**src/rtl/slp_pkg.sv**
```systemverilog
package slp_pkg;

    typedef enum logic [2:0] {
        FN_AND  = 3'b000,
        FN_OR   = 3'b001,
        FN_XOR  = 3'b010,
        FN_NAND = 3'b011,
        FN_NOR  = 3'b100,
        FN_XNOR = 3'b101,
        FN_INVA = 3'b110,
        FN_PASA = 3'b111
    } func_e;

    localparam int ROUTE_TO_A = 0;
    localparam int ROUTE_TO_B = 1;

endpackage

```
**src/rtl/slp_ctrl.sv**
```systemverilog
module slp_ctrl #(
    parameter int W = 8
) (
    input  logic clk,
    input  logic rst,
    input  logic exec_i,
    output logic busy_o,
    output logic done_o
);
    localparam int CW = (W > 1) ? $clog2(W) : 1;

    typedef struct packed {
        logic          exec_prev;
        logic          busy;
        logic          done;
        logic [CW-1:0] cnt;
    } ctrl_t;

    ctrl_t st_d, st_q;

    always_comb begin
        st_d           = st_q;
        st_d.exec_prev = exec_i;
        st_d.done      = 1'b0;
        if (st_q.busy) begin
            if (st_q.cnt == CW'(W - 1)) begin
                st_d.busy = 1'b0;
                st_d.done = 1'b1;
                st_d.cnt  = '0;
            end else begin
                st_d.cnt = st_q.cnt + 1'b1;
            end
        end else if (exec_i && !st_q.exec_prev) begin
            st_d.busy = 1'b1;
            st_d.cnt  = '0;
        end
    end

    always_ff @(posedge clk) begin
        if (rst) st_q <= '0;
        else     st_q <= st_d;
    end

    assign busy_o = st_q.busy;
    assign done_o = st_q.done;
endmodule

```
**src/rtl/slp_bitop.sv**
```systemverilog
module slp_bitop
    import slp_pkg::*;
(
    input  logic       a_i,
    input  logic       b_i,
    input  logic [2:0] func_i,
    output logic       y_o
);
    always_comb begin
        unique case (func_e'(func_i))
            FN_AND:  y_o = a_i & b_i;
            FN_OR:   y_o = a_i | b_i;
            FN_XOR:  y_o = a_i ^ b_i;
            FN_NAND: y_o = ~(a_i & b_i);
            FN_NOR:  y_o = ~(a_i | b_i);
            FN_XNOR: y_o = ~(a_i ^ b_i);
            FN_INVA: y_o = ~a_i;
            FN_PASA: y_o = a_i;
            default: y_o = 1'b0;
        endcase
    end
endmodule

```
**src/rtl/slp_router.sv**
```systemverilog
module slp_router
    import slp_pkg::*;
(
    input  logic       a_i,
    input  logic       b_i,
    input  logic       y_i,
    input  logic [1:0] route_i,
    output logic       new_a_o,
    output logic       new_b_o
);
    always_comb begin
        new_a_o = route_i[ROUTE_TO_A] ? y_i : a_i;
        new_b_o = route_i[ROUTE_TO_B] ? y_i : b_i;
    end
endmodule

```
**src/rtl/serial_logic_proc.sv**
```systemverilog
module serial_logic_proc #(
    parameter int W = 8
) (
    input  logic         clk,
    input  logic         rst,
    input  logic         exec_i,
    input  logic         load_a_i,
    input  logic         load_b_i,
    input  logic [W-1:0] data_i,
    input  logic [2:0]   func_i,
    input  logic [1:0]   route_i,
    output logic [W-1:0] led_o,
    output logic         busy_o,
    output logic         done_o
);
    typedef struct packed {
        logic [W-1:0] a;
        logic [W-1:0] b;
    } regs_t;

    regs_t rg_d, rg_q;
    logic  shift_en;
    logic  res_bit;
    logic  feed_a, feed_b;

    slp_ctrl #(.W(W)) u_ctrl (
        .clk    (clk),
        .rst    (rst),
        .exec_i (exec_i),
        .busy_o (shift_en),
        .done_o (done_o)
    );

    slp_bitop u_bitop (
        .a_i    (rg_q.a[0]),
        .b_i    (rg_q.b[0]),
        .func_i (func_i),
        .y_o    (res_bit)
    );

    slp_router u_router (
        .a_i     (rg_q.a[0]),
        .b_i     (rg_q.b[0]),
        .y_i     (res_bit),
        .route_i (route_i),
        .new_a_o (feed_a),
        .new_b_o (feed_b)
    );

    always_comb begin
        rg_d = rg_q;
        if (shift_en) begin
            rg_d.a = {feed_a, rg_q.a[W-1:1]};
            rg_d.b = {feed_b, rg_q.b[W-1:1]};
        end else begin
            if (load_a_i) rg_d.a = data_i;
            if (load_b_i) rg_d.b = data_i;
        end
    end

    always_ff @(posedge clk) begin
        if (rst) rg_q <= '0;
        else     rg_q <= rg_d;
    end

    assign led_o  = rg_q.a;
    assign busy_o = shift_en;
endmodule

```
**config.mk**
```make
export PLATFORM = sky130hd
export DESIGN_NAME = serial_logic_proc
export DESIGN_NICKNAME = d
export VERILOG_FILES = /design/src/rtl/slp_pkg.sv /design/src/rtl/slp_ctrl.sv /design/src/rtl/slp_bitop.sv /design/src/rtl/slp_router.sv /design/src/rtl/serial_logic_proc.sv
export SDC_FILE = /design/constraint.sdc
export NUM_CORES = 1
export LEC_CHECK = 0
export BUFFER_PORTS_ARGS = -buffer_cell sky130_fd_sc_hd__buf_2
export CORE_MARGIN = 2
export CORE_UTILIZATION = 30
export CTS_CLUSTER_DIAMETER = 60
export DETAILED_ROUTE_END_ITERATION = 6
export GPL_TIMING_DRIVEN = 0
export HOLD_SLACK_MARGIN = 0.05
export PLACE_DENSITY = 0.48
export REMOVE_ABC_BUFFERS = 1
export SKIP_CTS_REPAIR_TIMING = 1
export SLEW_MARGIN = 10
export SYNTH_ARGS = -nofsm -noshare
export SYNTH_HDL_FRONTEND = slang
export SYNTH_SLANG_ARGS = --single-unit
```
**constraint.sdc**
```tcl
create_clock -name clk -period 1.9 [get_ports clk]
set_input_delay 0 -clock clk [delete_from_list [all_inputs] [get_ports clk]]
set_output_delay 0 -clock clk [all_outputs]
set_load 0.01 [all_outputs]
```
==> results.toml <==
[run_status]
outcome = "complete, no violations"

[worst_setup_path]
slowest_stage = "mux4_1"
regToRegEndpoint = "rg_q[7]"
slowest_delay_ns = 0.47
end_kind = "flop"
r2r_slack_ns = 0.20
crit_family = "multiplexers"
cp_data_arrival_time_ns = 1.85
crit_chain = "inv_1, ha_1, inv_1, mux4_1, mux2i_1, a31oi_1"
cp.required_ns = 2.05
cp_max_fo = 4
worst_r2r_startpoint = "rg_q[0]"
crit_path_start_kind = "flop"
path_buf_inv = 2
path_class = "flop to flop"
cp.depth = 6
reg2reg_depth = 6
cp_common_cell = "inv_1"

[clocking]
cts_tree = "built"
htreeDepth = 1
cts.clk_slew.worst_paths_ns = 0.08
clock_latency_ns = 0.26
cts.path.max_buffers = 2
numCtsBuffers = 3
clock-sinks = 22
cts-root-buf = "clkbuf_8"

[layout]
layout_common_cells = "36 x nor2_1, 27 x buf_2, 20 x a21oi_1, 20 x dfxtp_1, 15 x mux2i_1"
diodes = 0
fillCellCount = 385
layout_commonest_cell = "nor2_1"
fin_nets = 179
drive_above_1_share = 0.2179
utilization = 0.3674
area_delta_synth_final_pct = 17.87

[synth]
yosys_register_bits = 22
yosysTopAreaCell = "dfxtp_1"
ys_top_cells_by_area = "dfxtp_1 39%, mux2i_1 13%, nor2_1 12%"
syn_area_sq_um = 1141
synth_seq_area_share = 0.3860
synth.avg_cell_area_sq_um = 8.269
yosysWarningCount = 0
syn_inst = 138
yosys.area.top_type_share = 0.3860
ys_types = 20

[hold_path]
hp-class = "input pin to flop"
hold_depth = 5
whs_endpoint = "led_o[2]"
min-delay-start = "data_i[2]"

[timing]
min_period_over_period = 0.8952
finalHoldViolCount = 0
finalSetupViolCount = 0
slew_headroom = 0.5626
grt_setup_unrepaired = "false"
worst_slew_pin_slew_ns = 0.6561
skew_ns = 0.002216
setup-tns-final_ns = 0
drv_slew = 0
max_freq_ghz = 0.5879
period_needed_ns = 1.701
hold-worst-slack_ns = 0.1083

[power]
p_leak_nw = 0.6563
power_mw = 1.145
ir_drop_v = 0.0005236
powerDensity_nw_per_um2 = 851.4

[floorplan]
dieArea_sq_um = 4313
initial_core_util = 0.3117
io_pins = 28
rows = 22
fp.dieH_um = 65.68
die_w_um = 65.68
core_area_sq_um = 3661

[routing]
wl_per_cell_um = 11.39
ant_nets = 0
finalWirelength_um = 2323
num_vias = 940
dr.pass1.iters = 4
viasPerCell = 4.608
drt-initial-drc-count = 45
drc_errors = 0

[global_route]
grt_first_pass_wirelength_um = 3808
grt_pass1_vias = 849
grt.overflow.total = 0
antenna_found_initial = 0
grt_max_degree = 42
grt_use_total = 0.1141

[placed_design]
place_congestion = 0.7598
port_buffers = 27
dp_hpwl_um = 1646

[run]
maxCapViolCount = 0
-- worst max-delay path by stage --
stage	startpoint	endpoint	slack, ns
after CTS	led_o[0]	led_o[7]	0.13
after global routing	rg_q[0]	rg_q[7]	0.04
after detailed placement	u_ctrl.busy_o	u_ctrl.st_q[0]	0.13
after global placement	led_o[0]	rg_q[7]	0.16
final	rg_q[0]	rg_q[7]	0.20
after floorplan	led_o[0]	led_o[7]	0.27
-- power by group --
group	internal [mW]	total (mW)	switching (mW)
Clock	0.281	0.438	0.157
Sequential	0.493	0.532	0.0392
Combinational	0.0873	0.174	0.0868
Total	0.862	1.15	0.283
-- cell usage after synthesis (all sizes together) --
| master | instances |
|---|---|
| a21oi | 20 |
| inv | 7 |
| dfxtp | 22 |
| clkbuf | 3 |
| nor2b | 1 |
| ha | 4 |
| buf | 13 |
| nand3 | 2 |
| a31oi | 3 |
| a21o | 2 |
| nand2 | 3 |
| o21a | 1 |
| o21ai | 2 |
| nand2b | 2 |
| nor2 | 36 |
| mux2i | 15 |
| mux4 | 2 |
-- cell families (layout without fill, tap and decap cells) --
family                     count (synthesis)  count (layout)  synth area share
and+or+nand+nor                           44              44            0.1535
AOI/OAI and AO/OA                         28              28            0.1327
buffers and inverters                     23              41            0.1064
DFF                                       22              22            0.3860
muxes                                     17              17            0.1776
adders and majority gates                  4               4           0.04386
-- layer usage --
layer | track usage | part of all wire
met4 | 0.02344 | 0.0052
met2 | 0.1995 | 0.51
met5 | 0 | 0
met1 | 0.1340 | 0.43
met3 | 0.03938 | 0.052
-- stage by stage --
stage | setup WS (ns) | instance area (sq um) | std cells
6_report | 0.1991 | 1345 | 204
5_1_grt | 0.04268 | 1345 | 204
4_1_cts | 0.1254 | 1313 | 201
3_5_place_dp | 0.1292 | 1241 | 197
3_3_place_gp | 0.1634 | 1241 | 197
2_1_floorplan | 0.2731 | 1046 | 122
-- area by class of cell --
class | instances | area, sq um | area share
multi-input combinational | 93 | 579.3 | 0.4307
sequential | 22 | 442.9 | 0.3293
timing repair buffer | 30 | 165.2 | 0.1228
tap | 48 | 60.06 | 0.04465
clock buffer | 3 | 41.29 | 0.03070
clock inverter | 1 | 30.03 | 0.02233
inverter | 7 | 26.28 | 0.01953
-- flip-flops by register name, indices dropped and copies added, names as in the netlist --
| name | flops |
|---|---|
| led_o | 8 |
| u_ctrl.busy_o | 1 |
| rg_q | 8 |
| u_ctrl.done_o | 1 |
| u_ctrl.st_q | 4 |
-- worst min-delay path: stages --
cell     delay [ns]
buf_2          0.09
mux2i_1        0.06
nor2_1         0.08
a21oi_1        0.04
nor2_1         0.07
Note: power is estimated with default switching activity, not from simulation.
